[src/rtl/mbus_pkg.sv]
package mbus_pkg;

  typedef enum logic [1:0] {
    ST_IDLE = 2'd0,
    ST_ADDR = 2'd1,
    ST_STRB = 2'd2,
    ST_DONE = 2'd3
  } mbus_state_e;

  // active-high write lanes {high, low} for one write data phase
  function automatic logic [1:0] lane_strobes(input logic wide, input logic [1:0] be);
    logic [1:0] l;
    if (wide) l = be;
    else      l = 2'b01;
    return l;
  endfunction

  // value presented on the shared pins during a data phase
  function automatic logic [15:0] data_phase_bus(input logic wide, input logic wr,
                                                 input logic [15:0] a, input logic [15:0] d);
    logic [15:0] v;
    if (wr && wide) v = d;
    else if (wr)    v = {a[15:8], d[7:0]};
    else            v = {a[15:8], 8'h00};
    return v;
  endfunction

  // read data as returned to the requester
  function automatic logic [15:0] read_merge(input logic wide, input logic [15:0] pins);
    return wide ? pins : {8'h00, pins[7:0]};
  endfunction

endpackage

[src/rtl/mbus_decode.sv]
module mbus_decode #(
  parameter int NREG   = 4,
  parameter int WSW    = 4,
  parameter int RSEL_W = 2
) (
  input  logic [RSEL_W-1:0]   sel,
  input  logic [NREG*WSW-1:0] rd_vec,
  input  logic [NREG*WSW-1:0] wr_vec,
  output logic [NREG-1:0]     onehot,
  output logic [WSW-1:0]      rd_ws,
  output logic [WSW-1:0]      wr_ws
);

  for (genvar g = 0; g < NREG; g++) begin : g_sel
    assign onehot[g] = (sel == RSEL_W'(g));
  end

  always_comb begin
    rd_ws = '0;
    wr_ws = '0;
    for (int i = 0; i < NREG; i++) begin
      if (onehot[i]) begin
        rd_ws = rd_vec[i*WSW +: WSW];
        wr_ws = wr_vec[i*WSW +: WSW];
      end
    end
  end

endmodule

[src/rtl/mbus_waitctr.sv]
module mbus_waitctr #(
  parameter int WSW = 4
) (
  input  logic           clk,
  input  logic           rst_n,
  input  logic           load,
  input  logic [WSW-1:0] load_val,
  input  logic           dec,
  output logic           zero
);

  logic [WSW-1:0] cnt;

  always_ff @(posedge clk or negedge rst_n) begin
    if (!rst_n)    cnt <= '0;
    else if (load) cnt <= load_val;
    else if (dec)  cnt <= cnt - 1'b1;
  end

  assign zero = (cnt == '0);

endmodule

[src/rtl/mbus_seq.sv]
module mbus_seq
  import mbus_pkg::*;
(
  input  logic        clk,
  input  logic        rst_n,
  input  logic        req,
  input  logic        cnt_zero,
  output mbus_state_e state,
  output logic        accept,
  output logic        load_cnt,
  output logic        dec_cnt,
  output logic        finish
);

  mbus_state_e nxt;

  always_comb begin
    nxt = state;
    unique case (state)
      ST_IDLE: if (req) nxt = ST_ADDR;
      ST_ADDR: nxt = ST_STRB;
      ST_STRB: if (cnt_zero) nxt = ST_DONE;
      ST_DONE: nxt = ST_IDLE;
      default: nxt = ST_IDLE;
    endcase
  end

  always_ff @(posedge clk or negedge rst_n) begin
    if (!rst_n) state <= ST_IDLE;
    else        state <= nxt;
  end

  assign accept   = (state == ST_IDLE) && req;
  assign load_cnt = (state == ST_ADDR);
  assign dec_cnt  = (state == ST_STRB) && !cnt_zero;
  assign finish   = (state == ST_STRB) && cnt_zero;

  // a data phase is always preceded by an address phase
  assert_addr_before_strobe_R2: assert property (@(posedge clk) disable iff (!rst_n)
    (state == ST_STRB) |-> ($past(state) == ST_ADDR || $past(state) == ST_STRB));

endmodule

[src/rtl/mux_bus_ctrl.sv]
module mux_bus_ctrl
  import mbus_pkg::*;
#(
  parameter int NREG = 4,
  parameter int WSW  = 4,
  parameter int AW   = 26
) (
  input  logic                 clk,
  input  logic                 rst_n,
  input  logic                 req,
  input  logic                 we,
  input  logic [AW-1:0]        addr,
  input  logic [15:0]          wdata,
  input  logic [1:0]           be,
  output logic                 ack,
  output logic [15:0]          rdata,
  input  logic                 cfg_wide,
  input  logic                 cfg_ale_high,
  input  logic [NREG*WSW-1:0]  cfg_rd_ws,
  input  logic [NREG*WSW-1:0]  cfg_wr_ws,
  output logic [NREG-1:0]      bus_cs_n,
  output logic                 bus_ale,
  output logic                 bus_rd_n,
  output logic                 bus_wrl_n,
  output logic                 bus_wrh_n,
  output logic [15:0]          bus_ad_o,
  output logic [1:0]           bus_ad_oe,
  input  logic [15:0]          bus_ad_i,
  output logic [AW-$clog2(NREG)-17:0] bus_ahi
);

  localparam int RSEL_W = $clog2(NREG);
  localparam int LOC_W  = AW - RSEL_W;
  localparam int HI_W   = LOC_W - 16;

  mbus_state_e    state;
  logic           accept, load_cnt, dec_cnt, finish, cnt_zero;
  logic [NREG-1:0] dec_onehot;
  logic [WSW-1:0] dec_rd_ws, dec_wr_ws;

  logic [LOC_W-1:0] a_q;
  logic [15:0]      wd_q;
  logic [1:0]       be_q;
  logic             we_q, wide_q, pol_q;
  logic [NREG-1:0]  sel_q;
  logic [WSW-1:0]   ws_q;
  logic [15:0]      rd_q;

  mbus_decode #(.NREG(NREG), .WSW(WSW), .RSEL_W(RSEL_W)) u_dec (
    .sel    (addr[AW-1 -: RSEL_W]),
    .rd_vec (cfg_rd_ws),
    .wr_vec (cfg_wr_ws),
    .onehot (dec_onehot),
    .rd_ws  (dec_rd_ws),
    .wr_ws  (dec_wr_ws)
  );

  mbus_seq u_seq (
    .clk      (clk),
    .rst_n    (rst_n),
    .req      (req),
    .cnt_zero (cnt_zero),
    .state    (state),
    .accept   (accept),
    .load_cnt (load_cnt),
    .dec_cnt  (dec_cnt),
    .finish   (finish)
  );

  mbus_waitctr #(.WSW(WSW)) u_wait (
    .clk      (clk),
    .rst_n    (rst_n),
    .load     (load_cnt),
    .load_val (ws_q),
    .dec      (dec_cnt),
    .zero     (cnt_zero)
  );

  // request and configuration are captured once, at acceptance
  always_ff @(posedge clk or negedge rst_n) begin
    if (!rst_n) begin
      a_q    <= '0;
      wd_q   <= '0;
      be_q   <= '0;
      we_q   <= 1'b0;
      wide_q <= 1'b1;
      pol_q  <= 1'b1;
      sel_q  <= '0;
      ws_q   <= '0;
    end else if (accept) begin
      a_q    <= addr[LOC_W-1:0];
      wd_q   <= wdata;
      be_q   <= be;
      we_q   <= we;
      wide_q <= cfg_wide;
      pol_q  <= cfg_ale_high;
      sel_q  <= dec_onehot;
      ws_q   <= we ? dec_wr_ws : dec_rd_ws;
    end
  end

  always_ff @(posedge clk or negedge rst_n) begin
    if (!rst_n)                rd_q <= '0;
    else if (finish && !we_q)  rd_q <= read_merge(wide_q, bus_ad_i);
  end

  // named phase events
  logic addr_ph, data_ph, in_cycle, ale_pol;
  logic [1:0] wr_lanes;
  assign addr_ph  = (state == ST_ADDR);
  assign data_ph  = (state == ST_STRB);
  assign in_cycle = addr_ph || data_ph;
  assign ale_pol  = in_cycle ? pol_q : cfg_ale_high;
  assign wr_lanes = (data_ph && we_q) ? lane_strobes(wide_q, be_q) : 2'b00;

  assign ack       = (state == ST_DONE);
  assign rdata     = rd_q;
  assign bus_cs_n  = in_cycle ? ~sel_q : '1;
  assign bus_ale   = ale_pol ? addr_ph : !addr_ph;
  assign bus_rd_n  = !(data_ph && !we_q);
  assign bus_wrl_n = !wr_lanes[0];
  assign bus_wrh_n = !wr_lanes[1];
  assign bus_ad_o  = data_ph ? data_phase_bus(wide_q, we_q, a_q[15:0], wd_q) : a_q[15:0];
  assign bus_ad_oe[0] = addr_ph || (data_ph && we_q);
  assign bus_ad_oe[1] = addr_ph || (data_ph && (we_q || !wide_q));
  assign bus_ahi   = a_q[LOC_W-1 -: HI_W];

  // strobe run length, kept for checking only
  logic [WSW:0] strb_len;
  always_ff @(posedge clk or negedge rst_n) begin
    if (!rst_n)       strb_len <= '0;
    else if (addr_ph) strb_len <= '0;
    else if (data_ph) strb_len <= strb_len + 1'b1;
  end

  logic ale_on, strobe_any;
  assign ale_on     = (bus_ale == ale_pol);
  assign strobe_any = !bus_rd_n || !bus_wrl_n || !bus_wrh_n;

  assert_cs_onehot_R1: assert property (@(posedge clk) disable iff (!rst_n)
    $onehot0(~bus_cs_n));

  assert_ale_single_R2: assert property (@(posedge clk) disable iff (!rst_n)
    ale_on |=> !ale_on);

  assert_strobe_len_R4: assert property (@(posedge clk) disable iff (!rst_n)
    finish |-> (strb_len == {1'b0, ws_q}));

  assert_read_float_R6: assert property (@(posedge clk) disable iff (!rst_n)
    !bus_rd_n |-> !bus_ad_oe[0]);

  assert_ack_idle_R6: assert property (@(posedge clk) disable iff (!rst_n)
    ack |-> (bus_cs_n == '1 && bus_rd_n && bus_wrl_n && bus_wrh_n));

  assert_narrow_lane_R8: assert property (@(posedge clk) disable iff (!rst_n)
    !bus_wrh_n |-> wide_q);

  assert_strobe_qualified_R9: assert property (@(posedge clk) disable iff (!rst_n)
    strobe_any |-> (!ale_on && bus_cs_n != '1));

  assert_rw_exclusive_R9: assert property (@(posedge clk) disable iff (!rst_n)
    !(!bus_rd_n && (!bus_wrl_n || !bus_wrh_n)));

endmodule

[config.mk]
export PLATFORM = sky130hd
export DESIGN_NAME = mux_bus_ctrl
export DESIGN_NICKNAME = d
export VERILOG_FILES = /design/src/rtl/mbus_pkg.sv /design/src/rtl/mbus_decode.sv /design/src/rtl/mbus_waitctr.sv /design/src/rtl/mbus_seq.sv /design/src/rtl/mux_bus_ctrl.sv
export SDC_FILE = /design/constraint.sdc
export NUM_CORES = 1
export LEC_CHECK = 0
export BUFFER_PORTS_ARGS = -buffer_cell sky130_fd_sc_hd__buf_2
export CAP_MARGIN = 15
export CORE_ASPECT_RATIO = 0.9
export CORE_MARGIN = 2
export CORE_UTILIZATION = 44
export CTS_BUF_LIST = sky130_fd_sc_hd__clkbuf_16
export DETAILED_ROUTE_END_ITERATION = 16
export MAX_ROUTING_LAYER = met4
export PLACE_DENSITY = 0.77
export SKIP_LAST_GASP = 1
export SLEW_MARGIN = 30
export SYNTH_ARGS = -nofsm -noshare
export SYNTH_HDL_FRONTEND = slang
export SYNTH_SLANG_ARGS = --single-unit
[constraint.sdc]
create_clock -name clk -period 1.7 [get_ports clk]
set_input_delay 0.085 -clock clk [delete_from_list [all_inputs] [get_ports clk]]
set_output_delay 0.085 -clock clk [all_outputs]
set_load 0.005 [all_outputs]
==> summary.txt <==
Place
  – Routability cong.: a little under 0.9
  – DP Wirelength: 5810 um
  – Area after DPL: 0.00446 mm2
  – Number of buffers added on ports: approximately 150
  – DP Worst Slack: 11.3 ps

Hold path
  – Hold Crit Class: input pin to register

Global routing
  – Largest net degree at the start of global routing: 49
  – Initial antenna violation count: 0
  – Vias in the first global route: 3,149
  – Grt ovf: 0
  – Global-route wire length before repair: 14,700 um
  – Gr usage total: 21.4%

Floorplanning
  – Die X: roughly 100 um
  – # IOs: 149
  – Initial Utilization: 45.4%
  – Die Span Y: 90.4 um
  – Core Rows: 31
  – Core area: between 0.008 and 0.009 mm2
  – Die area: 0.00903 mm2

Routing
  – Antenna viol nets, final: 0
  – DR WL/cell: between 15 and 20 um
  – Total routed wirelength: 9110 um
  – Drt via density: 4.94
  – DRT Pass-1 Iters: 6
  – DR DRC count: 0
  – Iter 0 DRT Violations: 75
  – Routed vias: 2,916

Timing
  – Worst Tran Pin Value: 503 ps
  – Slew margin rel.: 66.5%
  – Period utilisation layout: 107%
  – Final Slew Violations: 0
  – Skew final: 7.33 ps
  – Final WS setup: -118 ps
  – Tmin final: around 1800 ps
  – Setup-failing EPs final: 18
  – Final hold violations: 0
  – Unrepaired setup endpoints after global routing: true
  – Fmax: 0.550 GHz

Logic synthesis
  – Flop and latch count out of synthesis: 75
  – Top FF cell, synth: dfrtp_1
  – Syn Inst Count: about 280
  – Yosys warns: 0
  – Area contributors post-synth: dfrtp_1, mux2_2, mux2i_1, o21ai_0, nand2_1
  – Count leader, synth: dfrtp_1
  – Sequential area share after synthesis: 51.5%
  – Syn Area/Cell: between 10 and 15 um2
  – Yosys top cell area share: around half
  – Number of synthesized flops with an enable pin: 0
  – Number of distinct library cells after synthesis: 40
  – Dominant cell type by area after synthesis: dfrtp_1
  – Post-Synthesis Cell Area: around 0.0036 mm2
  – Post-synth top cells: dfrtp_1, mux2_2, nand2_1
  – Syn Nets: 388
  – Async set-reset flop share out of synthesis: 100%

Final layout
  – Layout area overhead: 50.4%
  – Fillers: 580
  – Post-layout instance area: 0.00548 mm2
  – Layout net count: 590
  – Ant. Diodes: 0
  – Fraction of layout cells with a size suffix above 1: 53.8%

Power
  – Clock share of power: ~21%
  – Power Density: 1720 mW/mm2
  – Psw: between 0.002 and 0.003 W
  – Leak Pwr: 2.67 nW
  – Sw Share: 31.3%
  – Cell internal pwr: 0.00649 W
  – Reg power frac: between 30% and 40%
  – Worst VDD drop: roughly 0.0011 V
  – Comb pwr share: about 45%

Clock tree
  – Clock tree sinks: 75
  – Clk_lat worst skew: 330 ps
  – H-tree depth: 3
  – TritonCTS clock tree: built
  – Worst-path clk slew: 60 ps
  – Clock Tree Buf Depth: 2
  – Clk root buf: clkbuf_16
  – Num CTS Buffers: 9

Status
  – Status: complete, but fails checks
  – Violated checks: negative setup slack

Worst setup path
  – Worst path max stage delay: 440 ps
  – Crit-path cells: ha_4 -> and2_4 -> buf_6 -> or2_4 -> a21o_1 -> buf_2
  – Worst Setup Start Kind: register
  – Crit. End Element: output port
  – Crit path arrival time: 1730 ps
  – CP Class: register to output port
  – Worst-path maximum fanout: 3
  – CP required: 1620 ps
  – Slowest CP cell: dfrtp_2

Job
  – Max_cap viols: 0
==> final timing paths <==
kind / start / to / slack, ps / depth (start not counted)
max in group asynchronous: rst_n / pol_q$_DFFE_PN1P_ / 830 / 3
min: addr[23] / a_q[23]$_DFFE_PN0P_ / 7 / 2
max: u_seq.state[1]$_DFFE_PN0P_ / bus_ad_oe[1] / -120 / 6
min reg2reg: sel_q[1]$_DFFE_PN0P_ / sel_q[1]$_DFFE_PN0P_ / 480 / 2
min in group asynchronous: rst_n / ws_q[3]$_DFFE_PN0P_ / 230 / 2
max reg2reg: u_wait.cnt[1]$_DFFE_PN0P_ / u_seq.state[1]$_DFFE_PN0P_ / 40 / 5
==> power groups by stage <==
stage          clock network [W]  registers, W  logic (W)
2_1_floorplan                  0       0.00311    0.00236
3_3_place_gp                   0       0.00313    0.00348
3_5_place_dp                   0       0.00321    0.00357
4_1_cts                  0.00200       0.00322    0.00410
5_1_grt                  0.00209       0.00336    0.00466
6_report                 0.00195       0.00324    0.00427
==> worst max-delay path, delay by kind of cell (launching register included) <==
| family | cells | cell delay (ps) |
|---|---|---|
| simple gates | 2 | 390 |
| flops | 1 | 440 |
| buf+inv | 2 | 250 |
| compound gates | 1 | 160 |
| fa+ha+maj | 1 | 170 |
==> final cells by class <==
type	count	area, um2	area share (%)
well taps	99	124	2.26
clock buffers	9	225	4.11
multi-input cells	177	1640	30.0
flip-flops and latches	75	1880	34.3
inverters	7	33.8	0.616
repair buffers	216	1490	27.2
clock inverters	7	83.8	1.53
==> per-layer routing <==
layer,vias up,share of wire [%],track usage [%]
met5,-,0,-
met4,0,1.7,6.96
met3,13,5.6,5.34
met2,106,53,37.6
met1,1396,40,23.8
li1,1401,-,-
==> state kept, by name (all words and copies together), names as in the netlist <==
signal       flops
rdata           16
u_seq.state      2
sel_q            4
we_q             1
wd_q            16
pol_q            1
u_wait.cnt       4
ws_q             4
a_q             24
wide_q           1
be_q             2
==> kinds of logic after synthesis <==
group | synth area share (%)
flip-flops | 51.5
multiplexers | 26.5
adder cells (fa/ha/maj) | 2.06
XOR/XNOR | 0.481
buffers and inverters | 5.97
AND/OR/NAND/NOR | 5.90
AO/OA/AOI/OAI | 7.55
==> what timing repair did <==
| action | in CTS | in global routing |
|---|---|---|
| gates resized for setup | 30 | 14 |
| hold buffers | 50 | 1 |
| setup buffers | 5 | 1 |
| pin swaps | 4 | 4 |
| hold endpoints to repair | 76 | 1 |
| setup endpoints to repair | 19 | 28 |
==> placed cells by master (no fill, tap or decap), drive strengths merged <==
cell           n
ha             6
and3           1
dfstp          2
dfrtp         73
nand2         26
or3b           1
clkinv         3
nor3b          1
o32a           1
bufinv         2
nor2           1
or2            1
nor3           2
inv            8
nand3          2
mux2          62
a22o           8
nand4          1
a21o           1
and2           1
a21oi          3
clkbuf         9
mux4           4
xor2           2
clkinvlp       1
o31ai          2
o21ai         25
dlygate4sd3   51
nand2b         5
buf          165
o31a           1
o211ai         1
mux2i         17
a211o          1
nor2b          1
==> metrics by stage <==
step	setup TNS (ps)	instances	hold slack, ps	power [W]	utilization (%)
6_report	-946	590	7.38	0.00946	68.3
5_1_grt	-1960	590	1.13	0.0101	68.3
4_1_cts	-781	588	1.50	0.00932	67.5
3_5_place_dp	0	518	33.9	0.00678	55.6
3_3_place_gp	0	518	27.0	0.00661	55.6
2_1_floorplan	0	284	-211	0.00548	-
Note: power is estimated with default switching activity, not from simulation.
